$ cat src/rtl/apb_par_pkg.sv
package apb_par_pkg;

    localparam int NGRP = 14;

    // Group index: bit position in every error/status/mask/clear vector
    typedef enum logic [3:0] {
        G_SEL   = 4'd0,
        G_ADDR  = 4'd1,
        G_CTRL  = 4'd2,
        G_EN    = 4'd3,
        G_WDATA = 4'd4,
        G_STRB  = 4'd5,
        G_RDY   = 4'd6,
        G_RDATA = 4'd7,
        G_SERR  = 4'd8,
        G_WAKE  = 4'd9,
        G_AUSER = 4'd10,
        G_WUSER = 4'd11,
        G_RUSER = 4'd12,
        G_BUSER = 4'd13
    } grp_e;

    typedef logic [NGRP-1:0] grp_vec_t;

    // Handshake state that qualifies the checks
    typedef struct packed {
        logic sel;
        logic en;
        logic rdy;
        logic wr;
    } hs_t;

    // Number of byte lanes covering a payload of w bits
    function automatic int chk_w(input int w);
        return (w + 7) / 8;
    endfunction

endpackage

$ cat src/rtl/apb_odd_byte_chk.sv
module apb_odd_byte_chk #(
    parameter  int W  = 8,
    localparam int CW = apb_par_pkg::chk_w(W)
) (
    input  logic [W-1:0]  data,
    input  logic [CW-1:0] chk,
    output logic          bad
);
    logic [CW-1:0] lane_bad;

    // One lane per check bit; the top lane may be narrower than a byte
    for (genvar i = 0; i < CW; i++) begin : g_lane
        localparam int LO = 8 * i;
        localparam int N  = ((W - LO) < 8) ? (W - LO) : 8;
        assign lane_bad[i] = ~(^{data[LO +: N], chk[i]});
    end

    assign bad = |lane_bad;

endmodule

$ cat src/rtl/apb_chk_qual.sv
module apb_chk_qual
    import apb_par_pkg::*;
(
    input  logic     rst,
    input  hs_t      hs,
    output grp_vec_t en
);
    logic rd_done;
    logic rsp_done;

    assign rsp_done = hs.sel & hs.en & hs.rdy;
    assign rd_done  = rsp_done & ~hs.wr;

    always_comb begin
        en = '0;
        if (!rst) begin
            en[G_SEL]   = 1'b1;
            en[G_WAKE]  = 1'b1;
            en[G_ADDR]  = hs.sel;
            en[G_CTRL]  = hs.sel;
            en[G_EN]    = hs.sel;
            en[G_AUSER] = hs.sel;
            en[G_WDATA] = hs.sel & hs.wr;
            en[G_STRB]  = hs.sel & hs.wr;
            en[G_WUSER] = hs.sel & hs.wr;
            en[G_RDY]   = hs.sel & hs.en;
            en[G_RDATA] = rd_done;
            en[G_RUSER] = rd_done;
            en[G_SERR]  = rsp_done;
            en[G_BUSER] = rsp_done;
        end
    end

endmodule

$ cat src/rtl/apb_err_track.sv
module apb_err_track
    import apb_par_pkg::*;
(
    input  logic     clk,
    input  logic     rst,
    input  grp_vec_t fail,
    input  grp_vec_t clr,
    input  grp_vec_t mask,
    output grp_vec_t status,
    output logic     irq
);
    grp_vec_t masked;

    assign masked = status & mask;

    always_ff @(posedge clk) begin
        if (rst) begin
            status <= '0;
            irq    <= 1'b0;
        end else begin
            status <= (status & ~clr) | fail;
            irq    <= |masked;
        end
    end

    for (genvar g = 0; g < NGRP; g++) begin : g_bit_chk

        sticky_hold_chk: assert property (@(posedge clk) disable iff (rst)
            (status[g] && !clr[g]) |=> status[g]);

        fail_set_chk: assert property (@(posedge clk) disable iff (rst)
            fail[g] |=> status[g]);

        w1c_clear_chk: assert property (@(posedge clk) disable iff (rst)
            (clr[g] && !fail[g]) |=> !status[g]);
    end


    irq_raise_chk: assert property (@(posedge clk) disable iff (rst)
        (|(status & mask)) |=> irq);

    irq_quiet_chk: assert property (@(posedge clk) disable iff (rst)
        !(|(status & mask)) |=> !irq);

    reset_clear_chk: assert property (@(posedge clk)
        rst |=> (status == '0 && !irq));

endmodule

$ cat src/rtl/apb_parity_monitor.sv
module apb_parity_monitor
    import apb_par_pkg::*;
#(
    parameter  int ADDR_W  = 32,
    parameter  int DATA_W  = 32,
    parameter  int AUSER_W = 10,
    parameter  int WUSER_W = 4,
    parameter  int RUSER_W = 4,
    parameter  int BUSER_W = 4,
    localparam int AC  = chk_w(ADDR_W),
    localparam int DC  = chk_w(DATA_W),
    localparam int SW  = DATA_W / 8,
    localparam int UAC = chk_w(AUSER_W),
    localparam int UWC = chk_w(WUSER_W),
    localparam int URC = chk_w(RUSER_W),
    localparam int UBC = chk_w(BUSER_W)
) (
    input  logic               clk,
    input  logic               rst,
    input  logic               lnk_sel,
    input  logic               lnk_sel_chk,
    input  logic [ADDR_W-1:0]  lnk_addr,
    input  logic [AC-1:0]      lnk_addr_chk,
    input  logic [2:0]         lnk_prot,
    input  logic               lnk_nse,
    input  logic               lnk_write,
    input  logic               lnk_ctrl_chk,
    input  logic               lnk_enable,
    input  logic               lnk_enable_chk,
    input  logic [DATA_W-1:0]  lnk_wdata,
    input  logic [DC-1:0]      lnk_wdata_chk,
    input  logic [SW-1:0]      lnk_strb,
    input  logic               lnk_strb_chk,
    input  logic               lnk_ready,
    input  logic               lnk_ready_chk,
    input  logic [DATA_W-1:0]  lnk_rdata,
    input  logic [DC-1:0]      lnk_rdata_chk,
    input  logic               lnk_slverr,
    input  logic               lnk_slverr_chk,
    input  logic               lnk_wake,
    input  logic               lnk_wake_chk,
    input  logic [AUSER_W-1:0] lnk_auser,
    input  logic [UAC-1:0]     lnk_auser_chk,
    input  logic [WUSER_W-1:0] lnk_wuser,
    input  logic [UWC-1:0]     lnk_wuser_chk,
    input  logic [RUSER_W-1:0] lnk_ruser,
    input  logic [URC-1:0]     lnk_ruser_chk,
    input  logic [BUSER_W-1:0] lnk_buser,
    input  logic [UBC-1:0]     lnk_buser_chk,
    input  logic [NGRP-1:0]    clr_bits,
    input  logic [NGRP-1:0]    irq_mask,
    output logic [NGRP-1:0]    err_now,
    output logic               err_any,
    output logic [NGRP-1:0]    err_status,
    output logic               irq
);
    hs_t      hs;
    grp_vec_t qual;
    grp_vec_t raw_bad;
    grp_vec_t fail;

    assign hs = '{sel: lnk_sel, en: lnk_enable, rdy: lnk_ready, wr: lnk_write};

    apb_chk_qual u_qual (
        .rst (rst),
        .hs  (hs),
        .en  (qual)
    );

    // Single-bit critical signals: odd parity over one bit is the inverse
    apb_odd_byte_chk #(.W(1)) u_sel (
        .data (lnk_sel), .chk (lnk_sel_chk), .bad (raw_bad[G_SEL]));
    apb_odd_byte_chk #(.W(1)) u_en (
        .data (lnk_enable), .chk (lnk_enable_chk), .bad (raw_bad[G_EN]));
    apb_odd_byte_chk #(.W(1)) u_rdy (
        .data (lnk_ready), .chk (lnk_ready_chk), .bad (raw_bad[G_RDY]));
    apb_odd_byte_chk #(.W(1)) u_serr (
        .data (lnk_slverr), .chk (lnk_slverr_chk), .bad (raw_bad[G_SERR]));
    apb_odd_byte_chk #(.W(1)) u_wake (
        .data (lnk_wake), .chk (lnk_wake_chk), .bad (raw_bad[G_WAKE]));

    // Control attributes share one check bit
    apb_odd_byte_chk #(.W(5)) u_ctrl (
        .data ({lnk_nse, lnk_write, lnk_prot}), .chk (lnk_ctrl_chk),
        .bad  (raw_bad[G_CTRL]));
    apb_odd_byte_chk #(.W(SW)) u_strb (
        .data (lnk_strb), .chk (lnk_strb_chk), .bad (raw_bad[G_STRB]));

    // Byte-lane protected payloads
    apb_odd_byte_chk #(.W(ADDR_W)) u_addr (
        .data (lnk_addr), .chk (lnk_addr_chk), .bad (raw_bad[G_ADDR]));
    apb_odd_byte_chk #(.W(DATA_W)) u_wdata (
        .data (lnk_wdata), .chk (lnk_wdata_chk), .bad (raw_bad[G_WDATA]));
    apb_odd_byte_chk #(.W(DATA_W)) u_rdata (
        .data (lnk_rdata), .chk (lnk_rdata_chk), .bad (raw_bad[G_RDATA]));
    apb_odd_byte_chk #(.W(AUSER_W)) u_auser (
        .data (lnk_auser), .chk (lnk_auser_chk), .bad (raw_bad[G_AUSER]));
    apb_odd_byte_chk #(.W(WUSER_W)) u_wuser (
        .data (lnk_wuser), .chk (lnk_wuser_chk), .bad (raw_bad[G_WUSER]));
    apb_odd_byte_chk #(.W(RUSER_W)) u_ruser (
        .data (lnk_ruser), .chk (lnk_ruser_chk), .bad (raw_bad[G_RUSER]));
    apb_odd_byte_chk #(.W(BUSER_W)) u_buser (
        .data (lnk_buser), .chk (lnk_buser_chk), .bad (raw_bad[G_BUSER]));

    assign fail    = raw_bad & qual;
    assign err_now = fail;
    assign err_any = |fail;

    apb_err_track u_track (
        .clk    (clk),
        .rst    (rst),
        .fail   (fail),
        .clr    (clr_bits),
        .mask   (irq_mask),
        .status (err_status),
        .irq    (irq)
    );


    rdata_phase_chk: assert property (@(posedge clk) disable iff (rst)
        (err_now[G_RDATA] || err_now[G_RUSER]) |->
            (lnk_sel && lnk_enable && lnk_ready && !lnk_write));

    wdata_phase_chk: assert property (@(posedge clk) disable iff (rst)
        (err_now[G_WDATA] || err_now[G_STRB] || err_now[G_WUSER]) |->
            (lnk_sel && lnk_write));

    addr_phase_chk: assert property (@(posedge clk) disable iff (rst)
        (err_now[G_ADDR] || err_now[G_CTRL] || err_now[G_AUSER]) |-> lnk_sel);

    reset_quiet_chk: assert property (@(posedge clk)
        rst |-> (err_now == '0));

    sel_inverse_chk: assert property (@(posedge clk) disable iff (rst)
        (lnk_sel_chk != lnk_sel) |-> !err_now[G_SEL]);

endmodule

$ cat config.mk
export PLATFORM = sky130hd
export DESIGN_NAME = apb_parity_monitor
export DESIGN_NICKNAME = d
export VERILOG_FILES = /design/src/rtl/apb_par_pkg.sv /design/src/rtl/apb_odd_byte_chk.sv /design/src/rtl/apb_chk_qual.sv /design/src/rtl/apb_err_track.sv /design/src/rtl/apb_parity_monitor.sv
export SDC_FILE = /design/constraint.sdc
export NUM_CORES = 1
export LEC_CHECK = 0
export ABC_AREA = 1
export BUFFER_PORTS_ARGS = -buffer_cell sky130_fd_sc_hd__buf_4
export CAP_MARGIN = 25
export CORE_AREA = 2 2 83 85
export DETAILED_ROUTE_END_ITERATION = 12
export DIE_AREA = 0 0 85 87
export PLACE_DENSITY_LB_ADDON = 0.25
export SETUP_SLACK_MARGIN = 0.4
export SYNTH_ARGS = -nofsm -noshare
export SYNTH_HDL_FRONTEND = slang
export SYNTH_SLANG_ARGS = --single-unit
$ cat constraint.sdc
create_clock -name clk -period 2.8 [get_ports clk]
set_input_delay 0.14 -clock clk [delete_from_list [all_inputs] [get_ports clk]]
set_output_delay 0.14 -clock clk [all_outputs]
set_load 0.1 [all_outputs]
* Word level (Yosys, flattened, before mapping)
Cells that the tools add are included.
Storage, ports and cells: bits of input ports 186, output and inout port bits 30, logic and storage cells 67, bits in registers 15
Operators by class: reduce and logical (&&, ||, !) cells 30, bitwise operators 34, mux-type cells 1
Operators by type and width (number):
- $reduce_xor A9 Y1 | 13
- $and A14 B14 Y14 | 3
- $reduce_or A14 Y1 | 2
- $not A1 Y1 | 25
- $reduce_xor A5 Y1 | 4
- $mux W14 | 1
- $not A14 Y14 | 1
- $or A14 B14 Y14 | 1
- $reduce_or A4 Y1 | 3
- $reduce_xor A2 Y1 | 5
- $reduce_xor A6 Y1 | 1
- $and A1 B1 Y1 | 4
- $reduce_xor A3 Y1 | 1
- $reduce_or A2 Y1 | 1

* Depth between registers and ports, before layout
Gate-level depths: netlist (run 1).
word-level depth 6, depth in mapped cells 16, mapped depth without buffers 16

* Cells and area by module
A second synthesis (run 1) with hierarchy kept.
Second synthesis, totals: cell total of the unflattened synthesis 634, area, all modules 3093.0 um2
Modules (own cells, without submodules):
- apb_odd_byte_chk (u_addr ...) | instances 3, cells an instance 108, area an instance 510.5 um2, seq. area each 0.0 um2
- apb_err_track | instances 1, cells an instance 87, area an instance 591.8 um2, seq. area each 300.3 um2
- apb_odd_byte_chk (u_buser ...) | instances 4, cells an instance 14, area an instance 65.1 um2, seq. area each 0.0 um2
- apb_odd_byte_chk (u_auser) | instances 1, cells an instance 53, area an instance 224.0 um2, seq. area each 0.0 um2
- apb_parity_monitor | instances 1, cells an instance 47, area an instance 176.4 um2, seq. area each 0.0 um2
- apb_chk_qual | instances 1, cells an instance 18, area an instance 108.9 um2, seq. area each 0.0 um2
- apb_odd_byte_chk (u_ctrl) | instances 1, cells an instance 24, area an instance 106.4 um2, seq. area each 0.0 um2
- apb_odd_byte_chk (u_en ...) | instances 5, cells an instance 5, area an instance 18.8 um2, seq. area each 0.0 um2

* Least setup slack after synthesis (run 1)
OpenSTA, ideal clock, no wires.
path type input to output, start point input port lnk_addr_chk[2], end point output port err_any, setup slack -0.089 ns, arrival time 2.749 ns, buffers on the path 0, required time 2.660 ns, stages on the path 15, cells stage by stage inv_1 -> nand2_1 -> nand2_1 -> nand2_1 -> nand2_1 -> nand2_1 -> nand2_1 -> nand2_1 -> nand2_1 -> inv_1 -> nand2_1 -> nor2_1 -> nor2_1 -> nor2_1 -> nand2_1
Between the ends: word-level cells in the longest chain between the ends 5
Ends and longest elaborated chain:
- from (decl) | RTL line apb_parity_monitor.sv:23 | input logic [AC-1:0] lnk_addr_chk,
- $reduce_xor A9 Y1 | RTL line apb_odd_byte_chk.sv:15 | assign lane_bad[i] = ~(^{data[LO +: N], chk[i]});
- $not A1 Y1 | RTL line apb_odd_byte_chk.sv:15
- $reduce_or A4 Y1 | RTL line apb_odd_byte_chk.sv:18 | assign bad = |lane_bad;
- $and A14 B14 Y14 | RTL line apb_parity_monitor.sv:105 | assign fail = raw_bad & qual;
- via err_now[1] | RTL line apb_parity_monitor.sv:52 | output logic [NGRP-1:0] err_now,
- $reduce_or A14 Y1 | RTL line apb_parity_monitor.sv:107 | assign err_any = |fail;
- to (decl) | RTL line apb_parity_monitor.sv:53 | output logic err_any,
The timed path passes the listed nets, and every way through them passes these cells.

* Worst setup path in the final report (run 1)
start point input port rst, end point output port err_any
Between the ends: word-level cells in the longest chain between the ends 3
Ends and longest elaborated chain:
- from (decl) | RTL line apb_parity_monitor.sv:19 | input logic rst,
- $mux W14 | RTL line apb_chk_qual.sv:16 | if (!rst) begin
- $and A14 B14 Y14 | RTL line apb_parity_monitor.sv:105
- $reduce_or A14 Y1 | RTL line apb_parity_monitor.sv:107
Every way passes these cells.

==> results of run 1 <==
## layout make-up
class	count	area [um^2]	share of cell area
Multi-Input combinational cell	407	2040	0.450
Timing Repair Buffer	215	1610	0.356
Sequential cell	15	300	0.0662
Inverter	116	435	0.0959
Tap cell	80	100	0.0221
Clock buffer	4	45.0	0.00992
## power breakdown
group / switching [mW] / leakage [nW] / internal, mW / total (mW)
Combinational: 0.494 / 2.78 / 0.371 / 0.865
Clock: 0.0803 / 0.0228 / 0.101 / 0.181
Sequential: 0.0104 / 0.123 / 0.227 / 0.237
Total: 0.584 / 2.93 / 0.699 / 1.28
## worst min-delay path by stage
stage	start	end	slack, ns	cells past startpoint
2_1_floorplan	clr_bits[0]	u_track.status[0]$_SDFF_PP0_	0.25	1
3_3_place_gp	clr_bits[10]	u_track.status[10]$_SDFF_PP0_	0.34	2
3_5_place_dp	clr_bits[0]	u_track.status[0]$_SDFF_PP0_	0.34	2
4_1_cts	clr_bits[0]	u_track.status[0]$_SDFF_PP0_	0.07	2
5_1_grt	clr_bits[9]	u_track.status[9]$_SDFF_PP0_	0.08	2
6_report	clr_bits[0]	u_track.status[0]$_SDFF_PP0_	0.07	2
## flip-flops by register name (all words and copies together), names as in the netlist
name and flops:
u_track.irq 1, u_track.status 14
## Yosys cell counts (2+ instances only)
cell	number	area, um^2
a21oi_1	6	30.0
inv_2	2	7.51
nand3b_1	7	52.6
a22o_1	5	43.8
dfxtp_1	15	300
nor2_1	17	63.8
o21ai_0	5	25.0
xnor2_1	40	350
a221oi_1	2	17.5
nand3_1	46	230
inv_1	114	428
nand2_1	240	901
nor2_2	3	18.8
xor2_1	29	254
## per-stage QoR
step	setup slack (ns)	instance area [um^2]	hold slack [ns]	total power, mW
after floorplan	0.412	2790	0.251	0.771
after global placement	1.18	4490	0.337	1.09
after detailed placement	1.10	4490	0.338	1.11
after CTS	1.08	4540	0.0726	1.29
after global routing	0.938	4540	0.0811	1.38
final	1.10	4540	0.0737	1.28
## routing by layer
metal,global-route usage,vias to the layer above,wire length [um]
met5,0,-,0
met4,0.0736,0,187
met3,0.0417,17,706
met2,0.470,145,4830
met1,0.218,1652,3050
li1,-,2028,-
## cell families after synthesis
group                     count (synthesis)  synth area share
AOI/OAI and AO/OA                        20            0.0464
xor gates and xnor gates                 69             0.218
buffers and inverters                   117             0.159
DFF                                      15             0.108
and+or+nand+nor                         318             0.469
==> impl_metrics.yaml, run 1 <==
synth:
  synth_nets: 725
  yosysUniqueCellTypes: 22
  async_flop_share: 0
  synth_seq_cells: 15
  ys_warn_count: 0
  synth_edf_count: 0
  synth_area_um2: 2780
  yosysSeqAreaShare: 0.108
  synth_cells: 539
  syn_area_per_cell_um2: 5.15
  synth_flop_cell: "dfxtp_1"
worst_setup_path:
  cp.depth: 11
  crit_path_top_delay_cell: "buf_4"
  cp-end-kind: "output pin"
  worstRegToRegCells: 3
  cp_max_fo: 12
  reg2reg_from: "u_track.status[7]$_SDFF_PP0_"
  cp-endpoint: "err_any"
  timing.rr.end: "u_track.irq$_SDFF_PP0_"
  rrSetupSlack_ns: 1.60
  cp_top_family: "simple AND/OR/NAND/NOR gates"
  critical_path.max_stage_delay_ns: 0.28
  crit_buf_inv: 3
  cp-start-kind: "input port"
  cp-startpoint: "rst"
  critPathRequiredTime_ns: 2.66
  cp_cell_sequence: "buf_4 -> nor2_2 -> nand3_2 -> nor2_2 -> nand3_1 -> nand2_1 -> inv_1 -> nand3_1 -> nor2_1 -> nand2_1 -> buf_4"
  crit_arrival_ns: 1.56
  crit_type: "input port to output pin"
cells_and_area:
  drive_above_1_share: 0.299
  final_cell_mix: "nand2_1, buf_4, inv_1"
  num_antenna_cells: 0
  area_growth_pct: 63.4
  layout_commonest_cell: "nand2_1"
  nets: 944
  post-route-util: 0.691
  fillers: 603
  final_cells: 837
power_and_ir_drop:
  p_per_area_nw_per_um2: 283
  leakagePower_nw: 2.93
  irDropWorstVdd_mv: 0.301
global_routing:
  grt_max_degree: 13
  overflow: 0
  grt.total_usage: 0.226
  antenna_found_initial: 0
  grt_pass1_wl_um: 14000
  grt_pass1_vias: 3680
sta:
  fmax_mhz: 587
  setup_tns_ns: 0
  worst_pin_slew_ns: 0.398
  rsz0062_at_grt: "false"
  hold_violations: 0
  min_period_ns: 1.70
  setup_viol: 0
  fin_crit_sh: 0.608
  slew-limit-headroom: 0.734
  drv_slew: 0
  finalClockSkew_ns: 0.000508
clock_tree:
  clkSinkCount: 15
  root_buffer: "clkbuf_8"
  htreeDepth: 1
  cts.path.max_buffers: 2
  holdBufCountCts: 0
  clk-insertion-delay-late_ns: 0.25
  ctsResizeCount: 0
  cts_buffers: 3
  clkTransAtPathRegs_ns: 0.06
  cts_tree: "done"
  cts_setup_buffers: 0
drt:
  vias_per_cell: 4.59
  drt.antenna.violating_nets: 0
  drtIter0Drc: 92
  drt-total-wl_um: 8770
  num_vias: 3842
  dr.pass1.iters: 4
  drc_errors: 0
  wl_per_cell_um: 10.5
placed_design:
  dp_cells: 833
  dp_hpwl_um: 8060
  gp_congestion: 0.836
  io_buffers: 215
floorplan:
  fp.dieW_um: 85
  io_pins: 216
  die_area_um2: 7400
  initial_core_util: 0.423
  core_area_um2: 6570
  fp-row-count: 30
  fp.dieH_um: 87
status:
  status: "complete, no violations"
job:
  maxCapViolations: 0
hold_path:
  min-delay-path-class: "input port to register"
(Power assumes the default switching activity.)
==> inputs of run 2 (changes only) <==
- CORE_AREA: 2 2 83 85 -> unset
- CORE_UTILIZATION: unset -> 37
- DIE_AREA: 0 0 85 87 -> unset
- clock period: 2.8 -> 1.4 ns (I/O delays scaled with it)
==> impl_metrics.yaml, run 2 (synthesis results as in run 1) <==
sta:
  rsz0062_at_grt: "true"
  worst_pin_slew_ns: 0.286
  hold_violations: 0
  setup_ws_ns: -0.0132
  fmax_mhz: 708
  min_period_ns: 1.41
  fin_crit_sh: 1.01
  setup_viol: 2
  slew-limit-headroom: 0.809
  setup_tns_ns: -0.0185
  finalClockSkew_ns: 0.00723
  drv_slew: 0
placed_design:
  dp_hpwl_um: 8270
  gp_congestion: 0.782
  io_buffers: 215
  dp_cells: 874
  dpl_cell_area_um2: 5010
cells_and_area:
  regArea_um2: 343
  stdcell_area_um2: 6200
  drive_above_1_share: 0.584
  reg_top3: "u_track.status: 14 flops, u_track.irq: 1 flops"
  layout_commonest_cell: "nand2_1"
  fillers: 387
  nets: 976
  largest_register: "u_track.status"
  area_growth_pct: 123
  final_cells: 888
  multi_input_area_um2: 2790
  num_antenna_cells: 0
  final_cell_mix: "nand2_1, buf_4, inv_1"
  post-route-util: 0.854
  largest_reg_flops: 14
worst_setup_path:
  cp-end-kind: "output pin"
  timing.rr.end: "u_track.irq$_SDFF_PP0_"
  crit_arrival_ns: 1.34
  cp_max_fo: 3
  crit_type: "input port to output pin"
  reg2reg_from: "u_track.status[3]$_SDFF_PP0_"
  cp-start-kind: "input port"
  cp-startpoint: "lnk_auser[6]"
  worstRegToRegCells: 3
  rrSetupSlack_ns: 0.36
  cp-endpoint: "err_any"
  critPathRequiredTime_ns: 1.33
job:
  maxCapViolations: 0
power_and_ir_drop:
  irDropWorstVdd_mv: 0.239
  leakagePower_nw: 3.39
  p_per_area_nw_per_um2: 518
  power_mw: 3.21
global_routing:
  antenna_found_initial: 0
  grt_pass1_wl_um: 14600
  overflow: 0
  grt_pass1_vias: 3835
  grt_max_degree: 11
  grt.total_usage: 0.234
floorplan:
  initial_core_util: 0.383
  fp.dieW_um: 88.6
  fp.dieH_um: 88.6
  die_area_um2: 7860
  io_pins: 216
  core_area_um2: 7250
  fp-row-count: 31
clock_tree:
  htreeDepth: 1
  cts_buffers: 3
  clkSinkCount: 15
  cts_tree: "done"
  clk-insertion-delay-late_ns: 0.25
  root_buffer: "clkbuf_8"
  cts.path.max_buffers: 2
  clkTransAtPathRegs_ns: 0.06
drt:
  drt-total-wl_um: 12000
  wl_per_cell_um: 13.5
  drc_errors: 0
  vias_per_cell: 4.82
  dr.pass1.iters: 4
  num_vias: 4283
  drt.antenna.violating_nets: 0
  drtIter0Drc: 63
status:
  status: "complete, but fails checks"
  violations: "negative setup slack"
hold_path:
  min-delay-path-class: "input port to register"
run 2: changes by cell type in the layout (fill, tap and decap cells not counted), sizes merged:
cell,delta
clkinvlp,+11
clkbuf,-1
inv,-10
dlygate4sd3,+1
buf,+31
run 2: worst min path at each step:
stage | cells past startpoint | start | endpoint | slack [ns]
2_1_floorplan | 1 | clr_bits[10] | u_track.status[10]$_SDFF_PP0_ | 0.17
3_3_place_gp | 2 | clr_bits[3] | u_track.status[3]$_SDFF_PP0_ | 0.25
3_5_place_dp | 2 | clr_bits[2] | u_track.status[2]$_SDFF_PP0_ | 0.26
4_1_cts | 2 | clr_bits[0] | u_track.status[0]$_SDFF_PP0_ | 0.0009
5_1_grt | 2 | clr_bits[9] | u_track.status[9]$_SDFF_PP0_ | 0.01
6_report | 2 | clr_bits[0] | u_track.status[0]$_SDFF_PP0_ | 0.004
run 2: critical path, cell delays in order:
cell      delay [ns]
buf_4           0.14
inv_4           0.06
nand2_2         0.05
nand2_2         0.07
nand2_1         0.05
nand2_1         0.08
nand2_1         0.08
nand3b_1        0.11
nand3_2         0.09
nand2_2         0.11
nand3_2         0.10
nor2_4          0.13
nand2_4         0.05
buf_12          0.16
run 2: what timing repair did:
| action | in CTS | in global routing |
|---|---|---|
| hold endpoints to repair | 1 | 0 |
| pin swaps | 77 | 108 |
| resized for setup | 109 | 179 |
| setup endpoints to repair | 15 | 19 |
| setup buffers | 5 | 4 |
| hold buffers | 1 | 0 |
run 2: cell type report:
cell class | count | area share
multi-input cells | 407 | 0.450
well taps | 99 | 0.0200
inverters | 116 | 0.0884
clock buffers | 3 | 0.00666
flip-flops and latches | 15 | 0.0553
repair buffers | 247 | 0.378
clock inverters | 1 | 0.00121
run 2: power by group:
part	internal (mW)	total, mW	switching [mW]
Clock	0.200	0.374	0.174
Sequential	0.446	0.470	0.0238
Combinational	1.09	2.36	1.27
Total	1.74	3.21	1.47
run 2: per-layer routing:
metal	global-route usage	vias to the layer above	wire, um
li1	-	2096	-
met1	0.203	1951	3770
met2	0.496	178	6860
met3	0.0308	58	650
met4	0.135	0	696
met5	0	-	0
run 2: stage by stage:
stage,hold WS (ns),setup WS [ns]
2_1_floorplan,0.170,-0.148
3_3_place_gp,0.254,-0.0969
3_5_place_dp,0.263,-0.111
4_1_cts,0.000870,0.000798
5_1_grt,0.0131,-0.146
6_report,0.00380,-0.0132
==> inputs of run 3 (changes only) <==
==> constraint.sdc (replaced) <==
create_clock -name clk -period 1.4 [get_ports clk]
set_input_delay 0.14 -clock clk [delete_from_list [all_inputs] [get_ports clk]]
set_output_delay 0.14 -clock clk [all_outputs]
set_load 0.1 [all_outputs]
==> impl_metrics.yaml, run 3 (synthesis results as in run 1) <==
status:
  status: "complete, but fails checks"
  violations: "negative setup slack"
cells_and_area:
  largest_register: "u_track.status"
  reg_top3: "u_track.status: 14 flops, u_track.irq: 1 flops"
  largest_reg_flops: 14
  regArea_um2: 347
  final_cells: 898
  num_antenna_cells: 0
  layout_commonest_cell: "nand2_1"
  fillers: 313
  post-route-util: 0.909
  area_growth_pct: 137
  stdcell_area_um2: 6590
  multi_input_area_um2: 2900
  drive_above_1_share: 0.618
  nets: 986
  final_cell_mix: "nand2_1, buf_4, buf_6"
job:
  maxCapViolations: 0
global_routing:
  grt.total_usage: 0.278
  top_usage_layer: "met2"
  grt_pass1_vias: 4160
  use_met3: 0.0494
  overflow: 0
  grt_pass1_wl_um: 17100
  grt_util_met2: 0.567
  grt_util_met1: 0.257
  antenna_found_initial: 0
  grt_max_degree: 10
drt:
  wl_per_cell_um: 16.0
  drtIter0Drc: 150
  drt.antenna.violating_nets: 0
  num_vias: 4543
  vias_per_cell: 5.06
  drt-total-wl_um: 14400
  dr.pass1.iters: 4
  drc_errors: 0
sta:
  worst_pin_slew_ns: 0.287
  drv_slew: 0
  finalClockSkew_ns: 0.00115
  fin_crit_sh: 1.17
  rsz0062_at_grt: "true"
  fmax_mhz: 612
  setup_viol: 5
  setup_ws_ns: -0.234
  setup_tns_ns: -0.881
  slew-limit-headroom: 0.809
  min_period_ns: 1.63
  hold_violations: 0
worst_setup_path:
  cp-endpoint: "err_any"
  timing.rr.end: "u_track.irq$_SDFF_PP0_"
  crit_buf_inv: 3
  cp-start-kind: "input port"
  timing.critical_path.mode_cell: "nand2_1"
  crit_arrival_ns: 1.49
  cp_top_family: "simple AND/OR/NAND/NOR gates"
  crit_type: "input port to output pin"
  cp-startpoint: "lnk_auser[0]"
  reg2reg_from: "u_track.status[3]$_SDFF_PP0_"
  cp.depth: 14
  cp-end-kind: "output pin"
  critical_path.max_stage_delay_ns: 0.16
  cp_max_fo: 3
  critPathRequiredTime_ns: 1.26
  cp_cell_sequence: "buf_8 -> nand2_4 -> inv_2 -> nor2_2 -> nand2_1 -> nand2_1 -> nand2_1 -> nand3b_1 -> nand3_2 -> nand2_2 -> nand3_2 -> nor2_4 -> nand2_4 -> buf_12"
  rrSetupSlack_ns: 0.32
  crit_path_top_delay_cell: "buf_12"
  worstRegToRegCells: 3
floorplan:
  fp.dieH_um: 88.6
  die_area_um2: 7860
  io_pins: 216
  fp-row-count: 31
  fp.dieW_um: 88.6
  core_area_um2: 7250
  initial_core_util: 0.383
power_and_ir_drop:
  irDropWorstVdd_mv: 0.329
  leakagePower_nw: 3.51
  p_per_area_nw_per_um2: 517
hold_path:
  min-delay-path-class: "input port to register"
clock_tree:
  cts.path.max_buffers: 2
  htreeDepth: 1
  cts_buffers: 3
  clkTransAtPathRegs_ns: 0.07
  holdBufCountCts: 0
  cts_tree: "done"
  root_buffer: "clkbuf_8"
  clk-insertion-delay-late_ns: 0.26
  clkSinkCount: 15
placed_design:
  dp_hpwl_um: 8450
  gp_congestion: 0.828
  dp_cells: 877
  io_buffers: 215
  dpl_cell_area_um2: 5080
==> run 3: changes by cell type in the layout (fill, tap and decap cells not counted), sizes merged <==
cell / delta
clkinvlp: +1
buf: +11
inv: -5
clkinv: +4
dlygate4sd3: -1
==> run 3: final cells by class <==
cell class,instances,area share
multi-input cells,407,0.439
repair buffers,257,0.396
flip-flops and latches,15,0.0526
clock buffers,3,0.00626
clock inverters,1,0.000759
inverters,116,0.0866
well taps,99,0.0188
==> run 3: how the worst min path moves through the flow <==
stage / from / to / slack, ns / cells after the start
4_1_cts: clr_bits[1] / u_track.status[1]$_SDFF_PP0_ / 0.07 / 2
5_1_grt: clr_bits[10] / u_track.status[10]$_SDFF_PP0_ / 0.04 / 2
3_3_place_gp: clr_bits[3] / u_track.status[3]$_SDFF_PP0_ / 0.32 / 2
6_report: clr_bits[10] / u_track.status[10]$_SDFF_PP0_ / 0.05 / 2
2_1_floorplan: clr_bits[10] / u_track.status[10]$_SDFF_PP0_ / 0.24 / 1
3_5_place_dp: clr_bits[9] / u_track.status[9]$_SDFF_PP0_ / 0.34 / 2
==> run 3: timing repair <==
| item | CTS | global route |
|---|---|---|
| endpoints found under the setup margin | 34 | 27 |
| pin swaps | 101 | 100 |
| resized for setup | 187 | 169 |
| setup buffers | 12 | 5 |
==> run 3: routing by layer <==
layer,routed length (um),part of all wire
met2,8120,0.56
met3,906,0.063
met1,4480,0.31
met4,872,0.061
met5,0,0
==> run 3: power breakdown <==
| group | internal (mW) | total (mW) | switching, mW |
|---|---|---|---|
| clock network | 0.198 | 0.382 | 0.184 |
| logic | 1.17 | 2.55 | 1.38 |
| registers | 0.447 | 0.480 | 0.0326 |
| total | 1.82 | 3.41 | 1.59 |
==> run 3: stage by stage <==
stage	power, mW	hold slack, ns	setup slack, ns
after floorplan	1.62	0.240	-0.288
after global placement	2.33	0.324	-0.222
after detailed placement	2.39	0.337	-0.250
after CTS	3.04	0.0653	-0.151
after global routing	3.59	0.0382	-0.308
final	3.41	0.0482	-0.234
